### src/rtl/exc_pkg.sv
package exc_pkg;
    localparam int XLEN   = 32;
    localparam int CODE_W = 12;

    typedef enum logic [2:0] {
        EV_NONE,
        EV_RESET,
        EV_EXC,
        EV_INT,
        EV_RTE,
        EV_DBL
    } ev_kind_t;

    typedef struct packed {
        logic [XLEN-1:0] spc;
        logic [XLEN-1:0] ssr;
        logic [XLEN-1:0] sgr;
        logic [XLEN-1:0] expevt;
        logic [XLEN-1:0] intevt;
        logic [XLEN-1:0] sr_out;
        logic [XLEN-1:0] next_pc;
        logic            br_valid;
        logic            dbl_err;
    } ctl_regs_t;
endpackage

### src/rtl/exc_event_pick.sv
module exc_event_pick
    import exc_pkg::*;
(
    input  logic     rst_req,
    input  logic     exc_req,
    input  logic     int_req,
    input  logic     rte,
    input  logic     blocked,
    output ev_kind_t kind
);
    always_comb begin
        if (rst_req)      kind = EV_RESET;
        else if (exc_req) kind = blocked ? EV_DBL : EV_EXC;
        else if (int_req) kind = blocked ? EV_DBL : EV_INT;
        else if (rte)     kind = EV_RTE;
        else              kind = EV_NONE;
    end
endmodule

### src/rtl/exc_vec_sel.sv
module exc_vec_sel
    import exc_pkg::*;
#(
    parameter logic [XLEN-1:0] RST_VEC = 32'hA000_0000,
    parameter logic [XLEN-1:0] VEC_GEN = 32'h0000_0100,
    parameter logic [XLEN-1:0] VEC_TLB = 32'h0000_0400,
    parameter logic [XLEN-1:0] VEC_INT = 32'h0000_0600
) (
    input  ev_kind_t        kind,
    input  logic [1:0]      vec_sel,
    input  logic [XLEN-1:0] vbr,
    input  logic [XLEN-1:0] spc_q,
    output logic [XLEN-1:0] target
);
    logic [XLEN-1:0] exc_off;

    always_comb begin
        case (vec_sel)
            2'd1:    exc_off = VEC_TLB;
            2'd2:    exc_off = VEC_INT;
            default: exc_off = VEC_GEN;
        endcase
    end

    always_comb begin
        case (kind)
            EV_RESET: target = RST_VEC;
            EV_EXC:   target = vbr + exc_off;
            EV_INT:   target = vbr + VEC_INT;
            EV_RTE:   target = spc_q;
            default:  target = '0;
        endcase
    end
endmodule

### src/rtl/exc_sr_update.sv
module exc_sr_update
    import exc_pkg::*;
#(
    parameter int BL_BIT    = 28,
    parameter int MD_BIT    = 30,
    parameter int RB_BIT    = 29,
    parameter int FD_BIT    = 15,
    parameter int IMASK_LSB = 4,
    parameter int IMASK_W   = 4
) (
    input  ev_kind_t           kind,
    input  logic [XLEN-1:0]    cur_sr,
    input  logic [XLEN-1:0]    ssr_q,
    input  logic [IMASK_W-1:0] int_level,
    input  logic               imask_mode,
    output logic [XLEN-1:0]    sr_new
);
    logic [XLEN-1:0] entry_sr;

    always_comb begin
        entry_sr         = cur_sr;
        entry_sr[BL_BIT] = 1'b1;
        entry_sr[MD_BIT] = 1'b1;
        entry_sr[RB_BIT] = 1'b1;
    end

    always_comb begin
        sr_new = cur_sr;
        case (kind)
            EV_RESET: begin
                sr_new         = entry_sr;
                sr_new[FD_BIT] = 1'b0;
            end
            EV_EXC: sr_new = entry_sr;
            EV_INT: begin
                sr_new = entry_sr;
                if (imask_mode)
                    sr_new[IMASK_LSB +: IMASK_W] = int_level;
            end
            EV_RTE:  sr_new = ssr_q;
            default: sr_new = cur_sr;
        endcase
    end
endmodule

### src/rtl/exc_entry_ctrl.sv
module exc_entry_ctrl
    import exc_pkg::*;
#(
    parameter int              BL_BIT    = 28,
    parameter int              MD_BIT    = 30,
    parameter int              RB_BIT    = 29,
    parameter int              FD_BIT    = 15,
    parameter int              IMASK_LSB = 4,
    parameter int              IMASK_W   = 4,
    parameter logic [XLEN-1:0] RST_VEC   = 32'hA000_0000,
    parameter logic [XLEN-1:0] VEC_GEN   = 32'h0000_0100,
    parameter logic [XLEN-1:0] VEC_TLB   = 32'h0000_0400,
    parameter logic [XLEN-1:0] VEC_INT   = 32'h0000_0600
) (
    input  logic                clk,
    input  logic                rst_n,
    input  logic                rst_req,
    input  logic                exc_req,
    input  logic [CODE_W-1:0]   exc_code,
    input  logic [1:0]          vec_sel,
    input  logic                int_req,
    input  logic [CODE_W-1:0]   int_code,
    input  logic [IMASK_W-1:0]  int_level,
    input  logic                imask_mode,
    input  logic                rte,
    input  logic [XLEN-1:0]     cur_pc,
    input  logic [XLEN-1:0]     cur_sr,
    input  logic [XLEN-1:0]     cur_r15,
    input  logic [XLEN-1:0]     vbr,
    output logic [XLEN-1:0]     spc,
    output logic [XLEN-1:0]     ssr,
    output logic [XLEN-1:0]     sgr,
    output logic [XLEN-1:0]     expevt,
    output logic [XLEN-1:0]     intevt,
    output logic [XLEN-1:0]     sr_out,
    output logic [XLEN-1:0]     next_pc,
    output logic                br_valid,
    output logic                dbl_err
);
    localparam int PAD_W = XLEN - CODE_W;

    ctl_regs_t       r_d, r_q;
    ev_kind_t        kind;
    logic [XLEN-1:0] target;
    logic [XLEN-1:0] sr_new;

    exc_event_pick u_pick (
        .rst_req (rst_req),
        .exc_req (exc_req),
        .int_req (int_req),
        .rte     (rte),
        .blocked (cur_sr[BL_BIT]),
        .kind    (kind)
    );

    exc_vec_sel #(
        .RST_VEC (RST_VEC),
        .VEC_GEN (VEC_GEN),
        .VEC_TLB (VEC_TLB),
        .VEC_INT (VEC_INT)
    ) u_vec (
        .kind    (kind),
        .vec_sel (vec_sel),
        .vbr     (vbr),
        .spc_q   (r_q.spc),
        .target  (target)
    );

    exc_sr_update #(
        .BL_BIT    (BL_BIT),
        .MD_BIT    (MD_BIT),
        .RB_BIT    (RB_BIT),
        .FD_BIT    (FD_BIT),
        .IMASK_LSB (IMASK_LSB),
        .IMASK_W   (IMASK_W)
    ) u_sr (
        .kind       (kind),
        .cur_sr     (cur_sr),
        .ssr_q      (r_q.ssr),
        .int_level  (int_level),
        .imask_mode (imask_mode),
        .sr_new     (sr_new)
    );

    always_comb begin
        r_d          = r_q;
        r_d.br_valid = 1'b0;
        r_d.dbl_err  = 1'b0;
        case (kind)
            EV_RESET, EV_EXC, EV_INT: begin
                r_d.spc      = cur_pc;
                r_d.ssr      = cur_sr;
                r_d.sgr      = cur_r15;
                r_d.sr_out   = sr_new;
                r_d.next_pc  = target;
                r_d.br_valid = 1'b1;
                if (kind == EV_INT)
                    r_d.intevt = {{PAD_W{1'b0}}, int_code};
                else
                    r_d.expevt = {{PAD_W{1'b0}}, exc_code};
            end
            EV_RTE: begin
                r_d.sr_out   = sr_new;
                r_d.next_pc  = target;
                r_d.br_valid = 1'b1;
            end
            EV_DBL:  r_d.dbl_err = 1'b1;
            default: ;
        endcase
    end

    always_ff @(posedge clk or negedge rst_n) begin
        if (!rst_n) r_q <= '0;
        else        r_q <= r_d;
    end

    assign spc      = r_q.spc;
    assign ssr      = r_q.ssr;
    assign sgr      = r_q.sgr;
    assign expevt   = r_q.expevt;
    assign intevt   = r_q.intevt;
    assign sr_out   = r_q.sr_out;
    assign next_pc  = r_q.next_pc;
    assign br_valid = r_q.br_valid;
    assign dbl_err  = r_q.dbl_err;
endmodule

### config.mk
export PLATFORM = sky130hd
export DESIGN_NAME = exc_entry_ctrl
export DESIGN_NICKNAME = d
export VERILOG_FILES = /design/src/rtl/exc_pkg.sv /design/src/rtl/exc_event_pick.sv /design/src/rtl/exc_vec_sel.sv /design/src/rtl/exc_sr_update.sv /design/src/rtl/exc_entry_ctrl.sv
export SDC_FILE = /design/constraint.sdc
export NUM_CORES = 1
export LEC_CHECK = 0
export BUFFER_PORTS_ARGS = -buffer_cell sky130_fd_sc_hd__buf_2
export CAP_MARGIN = 20
export CORE_AREA = 2 2 151 153
export DETAILED_ROUTE_END_ITERATION = 10
export DIE_AREA = 0 0 153 155
export PLACE_DENSITY = 0.73
export SLEW_MARGIN = 20
export SYNTH_ARGS = -nofsm -noshare
export SYNTH_HDL_FRONTEND = slang
export SYNTH_SLANG_ARGS = --single-unit
### constraint.sdc
create_clock -name clk -period 1.7 [get_ports clk]
set_input_delay 0.51 -clock clk [delete_from_list [all_inputs] [get_ports clk]]
set_output_delay 0.51 -clock clk [all_outputs]
set_load 0.01 [all_outputs]
## Word level (Yosys, flattened, before mapping)

Index checks and enable logic that the tools add are counted.

- Word-level logic and storage cells: 35
- Memory bits (read-only): 0
- Output and inout bits: 226
- Memories kept: 0
- Bits of input ports: 165
- Bits in writable memories: 0
- Bits in registers: 186
- Bits in latches: 0

- Mux-type cells: 12
- Shifts and indexed selects: 0
- Bitwise operators: 1
- Reductions and logical operators: 4
- Equality and inequality tests: 7
- Order comparisons: 0
- Multiply operators: 0
- Add/sub/neg operators: 2
- Divide/modulo/power cells: 0

Operator list:

| operator | number |
|---|---|
| 32-bit one-hot mux with 4 select lines | 2 |
| 32-bit by 11-bit adder with 32-bit output | 1 |
| 32-bit by 11-bit adder with 32-bit output, second input constant | 1 |
| 11-bit one-hot mux with 2 select lines | 1 |
| 3-bit two-way mux | 6 |
| 3-bit by 2-bit equality test with 1-bit output, second input constant | 2 |
| 3-bit equality test, second input constant | 2 |
| 4-bit two-way mux | 1 |
| 2-bit AND reduction | 2 |
| 4-bit OR reduction | 1 |
| 3-bit by 1-bit equality test with 1-bit output, second input constant | 1 |
| 3-bit OR reduction | 1 |
| 2-bit by 1-bit equality test with 1-bit output, second input constant | 1 |
| 2-bit equality test, second input constant | 1 |
| 1-bit two-way mux | 2 |
| 1-bit NOT | 1 |

## Longest topological paths before layout

- Depth after elaboration: 7
- Mapped depth: 11
- Mapped depth without buffers: 10

## Modules after synthesis

From an unflattened synthesis, not the netlist that was laid out.

- Cells, all modules: 699
- Area total of the unflattened synthesis: 9326.4 sq um

By module, submodules not included:

| module | cells an instance | seq. area each (sq um) | instances | area each (sq um) |
|---|---|---|---|---|
| exc_entry_ctrl | 438 | 4654.5 | 1 | 7417.1 |
| exc_vec_sel | 199 | 0.0 | 1 | 1310.0 |
| exc_sr_update | 55 | 0.0 | 1 | 558.0 |
| exc_event_pick | 7 | 0.0 | 1 | 41.3 |

## Worst setup path after synthesis

Ideal clock, no wire load.

- Path type: input to register
- From: input vec_sel[0]
- To: register r_q, in the netlist next_pc[28]
- Arrival: 2.466 ns
- Buffers on the path: 1
- Library setup time: 0.141 ns
- Setup slack: -0.907 ns
- Data required time: 1.559 ns
- Stages: 11
- Path through: inv_1 -> ha_1 -> ha_1 -> inv_1 -> fa_1 -> nor2b_1 -> clkbuf_1 -> o2111ai_1 -> o31a_1 -> o21ai_0 -> a31oi_1

- Longest elaborated chain between the ends: 4
- Elaborated cells on any way between the ends: 5
- Those cells by class: 1 x add/sub; 2 x eq/ne; 2 x mux

Ends and longest elaborated chain:

| what | line | text |
|---|---|---|
| start: declaration | exc_entry_ctrl.sv:20 | `input logic [1:0] vec_sel,` |
| 2-bit equality test or 2-bit by 1-bit equality test with 1-bit output (tied branches) | exc_vec_sel.sv:18 | `case (vec_sel)` |
| 11-bit one-hot mux with 2 select lines (*) | exc_vec_sel.sv:18 |  |
| 32-bit by 11-bit adder with 32-bit output (*) | exc_vec_sel.sv:28 | `EV_EXC: target = vbr + exc_off;` |
| 32-bit one-hot mux with 4 select lines (*) | exc_vec_sel.sv:26 | `case (kind)` |
| end signal: assignment | exc_entry_ctrl.sv:114 | `else r_q <= r_d;` |
| end: declaration | exc_entry_ctrl.sv:42 | `ctl_regs_t r_d, r_q;` |

Every way passes the cells marked *; elsewhere a longest branch is shown, timed or not.
A chain may end at the register's enable or synchronous reset.

## Final worst setup path

Same ends and word-level chain as after synthesis.

==> results.json <==
{
  "synth_area_um2": 8740,
  "syn_area_per_cell_um2": 9.258,
  "filler_cell_count": 1985,
  "drt-vias-per-instance": 5.074,
  "detailroute.via_count": 8454,
  "yosysSeqAreaShare_pct": 53.26,
  "stdcell_count": 1666,
  "cp_slowest_stage_delay_ns": 0.33,
  "proportion_of_layout_cells_with_a_drive_suffix_above_1_pct": 40.48,
  "worst_path_required_time_ns": 2.00,
  "synth-xor-area-share_pct": 2.405,
  "detailedRoute.firstIterationViolations": 847,
  "ys_warn_count": 0,
  "path_cells": "buf_8, inv_8, ha_4, ha_4, inv_2, fa_2, nor2b_1, buf_4, buf_12, o2111ai_4, o31a_1, o21ai_1, a31oi_1",
  "worstReg2RegEnd": "next_pc[19]$_DFFE_PN0N_",
  "grt_setup_unrepaired": "true",
  "htreeDepth": 4,
  "grtUsageTotal_pct": 23.07,
  "power.density_nw_per_um2": 925.9,
  "layout.cells.most_common": "sky130_fd_sc_hd__buf_2",
  "die_width_um": 153,
  "synth.mux.area_fraction_pct": 1.661,
  "drt_first_pass_iters": 7,
  "worst-endpoint-arrival_ns": 2.44,
  "clk_pin_slew_ns": 0.08,
  "final_cell_mix": "347 x sky130_fd_sc_hd__buf_2, 345 x sky130_fd_sc_hd__nand2_1, 186 x sky130_fd_sc_hd__dfrtp_1",
  "top_level_ports": 391,
  "drcViolationCount": 0,
  "cts_max_path_buffers": 2,
  "setup.worst_path.class": "in2reg",
  "status": "finished with violations",
  "placeableCoreArea_um2": 22230,
  "ir_worst_vdd_v": 0.0005806,
  "fin_util_pct": 55.78,
  "leak_pwr_nw": 6.540,
  "synth_async_sr_flop_share_pct": 100.0,
  "cts_tree": "done",
  "setup_ws_ns": -0.4327,
  "gr-total-overflow": 0,
  "cap_viol_max_count": 0,
  "ctsRootBufferMaster": "sky130_fd_sc_hd__clkbuf_16",
  "count_of_antenna_diodes_in_the_layout": 0,
  "areaGrowthSynthToFinish_pct": 41.88,
  "die_area_um2": 23720,
  "wirelength_um": 28150,
  "synth_top_flop_cell": "sky130_fd_sc_hd__dfrtp_1",
  "setup_violations": 22,
  "dpl.hpwl_um": 21420,
  "setup.worst_path.end_class": "flip-flop",
  "max_freq_ghz": 0.4689,
  "timing.clock.skew_ns": 0.01460,
  "path_max_fanout": 5,
  "gp_congestion": 0.9274,
  "ys_ff_latch": 186,
  "detail_route.wl_per_cell_um": 16.90,
  "finalHoldWorstSlack_ns": 0.02733,
  "die_height_um": 155,
  "complex_gate_fraction_of_the_synthesized_area_pct": 12.27,
  "worstMarginPinSlew_ns": 0.6338,
  "netlist_instances": 944,
  "min_path_type": "in2async",
  "finalMaxSlewViolations": 0,
  "grt_max_degree": 53,
  "cp_common_cell": "sky130_fd_sc_hd__ha_4",
  "ff2ff_setup_slack_ns": 0.62,
  "post-route-period-util_pct": 125.5,
  "wl_met1_um": 11950,
  "place.port_buffers": 350,
  "timing.max_slew.rel_slack_pct": 57.30,
  "dr_wl_met3_um": 1646,
  "finalNetCount": 1539,
  "global_route_wire_length_before_repair_um": 43900,
  "grt_pass1_vias": 8172,
  "cts_sinks": 186,
  "hold_violation_count_in_the_final_report": 0,
  "drt.antenna.violating_nets": 0,
  "worst_path_max_delay_cell": "sky130_fd_sc_hd__fa_2",
  "initial_antenna_violation_count": 0,
  "place.detailed.instances": 1625,
  "synthSimpleGateAreaFrac_pct": 21.27,
  "initial_core_util_pct": 39.32,
  "number_of_flops_mapped_to_enable_cells_by_yosys": 0,
  "met2_wirelength_um": 14020,
  "main_combinational_cell_family_by_area_after_synthesis": "simple AND/OR/NAND/NOR gates",
  "regToRegStartpoint": "spc[19]$_DFFE_PN0N_",
  "worstSkewPairLatency_ns": 0.42,
  "violations": "negative setup slack",
  "synthAdderAreaFrac_pct": 0.9449,
  "highest_layer": "met4",
  "worstRegToRegCells": 2,
  "critPathLaunchType": "input port",
  "num_rows": 55,
  "post_synth_num_cell_types": 62,
  "clock_buffers_created_by_tritoncts": 17,
  "post-route-min-period_ns": 2.133
}
-- repair_timing --
item | 4_1_cts | 5_1_grt
setup buffers | 7 | 3
resized for setup | 21 | 12
hold buffers | 0 | 0
pin swaps | 27 | 17
setup endpoints to repair | 22 | 24
-- synth_stat cells (all sizes together) (4+ instances only) --
library cell,count,area (um2)
a211oi,4,30.03
a21oi,19,95.09
a222oi,45,450.4
a31oi,10,62.56
and4,6,55.05
buf,63,415.4
clkbuf,38,142.6
dfrtp,186,4654
ha,5,62.56
inv,40,150.1
mux2,12,135.1
nand2,345,1295
nand4,10,92.59
nor2,32,120.1
nor3,7,35.03
nor3b,4,30.03
nor4,11,90.08
o21ai,22,110.1
o31a,6,55.05
xnor2,9,78.83
xor2,15,131.4
-- logic make-up (layout without fill, tap and decap cells) --
group	Yosys count	after routing
AND/OR/NAND/NOR	435	435
flip-flops	186	186
buffers and inverters	142	540
AO/OA/AOI/OAI	137	137
XOR/XNOR	24	24
multiplexers	13	13
adder cells (fa/ha/maj)	6	6
other	1	40
-- area by class of cell --
class | count | area [um2] | share of cell area [%]
Clock buffer | 19 | 442.9 | 3.572
Inverter | 41 | 162.7 | 1.312
Tap cell | 285 | 356.6 | 2.876
Sequential cell | 186 | 4654 | 37.54
Multi-Input combinational cell | 655 | 3774 | 30.43
Timing Repair Buffer | 467 | 2882 | 23.24
Clock inverter | 13 | 127.6 | 1.029
-- sequential cells by signal (all words and copies together), names as in the netlist --
| name | flops |
|---|---|
| next_pc | 32 |
| intevt | 12 |
| dbl_err | 1 |
| expevt | 12 |
| spc | 32 |
| sr_out | 32 |
| sgr | 32 |
| br_valid | 1 |
| ssr | 32 |
-- metrics by stage --
step / setup TNS (ns) / instance area, um2 / total power [W] / worst slack (ns)
floorplan: -10.97 / 9054 / 0.006382 / -0.6842
global placement: -41.89 / 11600 / 0.007586 / -0.8786
detailed placement: -44.28 / 11600 / 0.007645 / -0.9513
CTS: -5.457 / 12310 / 0.01158 / -0.3979
global route: -7.612 / 12400 / 0.01206 / -0.5080
finish: -6.275 / 12400 / 0.01148 / -0.4327
-- how the worst max path moves through the flow --
stage	from	to	slack, ns	cells past startpoint
2_1_floorplan	vec_sel[0]	next_pc[31]$_DFFE_PN0N_	-0.68	10
4_1_cts	vec_sel[0]	next_pc[26]$_DFFE_PN0N_	-0.40	13
6_report	vec_sel[0]	next_pc[28]$_DFFE_PN0N_	-0.43	13
3_3_place_gp	vec_sel[0]	next_pc[18]$_DFFE_PN0N_	-0.88	12
5_1_grt	vec_sel[0]	next_pc[16]$_DFFE_PN0N_	-0.51	13
3_5_place_dp	vec_sel[0]	next_pc[18]$_DFFE_PN0N_	-0.95	12
-- critical path: cells and delay by family --
family                   cells  cell delay (ns)
adder cells (fa/ha/maj)      3             0.72
AND/OR/NAND/NOR              1             0.11
AO/OA/AOI/OAI                4             0.69
buffers and inverters        5             0.40
-- report_power, final --
part	leakage [nW]	total, W	switching, W	internal [W]
Sequential	2.25	0.00520	0.000311	0.00489
Combinational	4.02	0.00242	0.00136	0.00105
Clock	0.271	0.00387	0.00188	0.00198
Total	6.54	0.0115	0.00356	0.00793
-- per-layer routing --
metal,up-vias,track usage [%]
met1,4064,30.96
met5,-,0
met3,37,3.872
li1,3966,-
met4,0,6.526
met2,387,38.86
No activity file was read; power rests on OpenSTA's default activity.
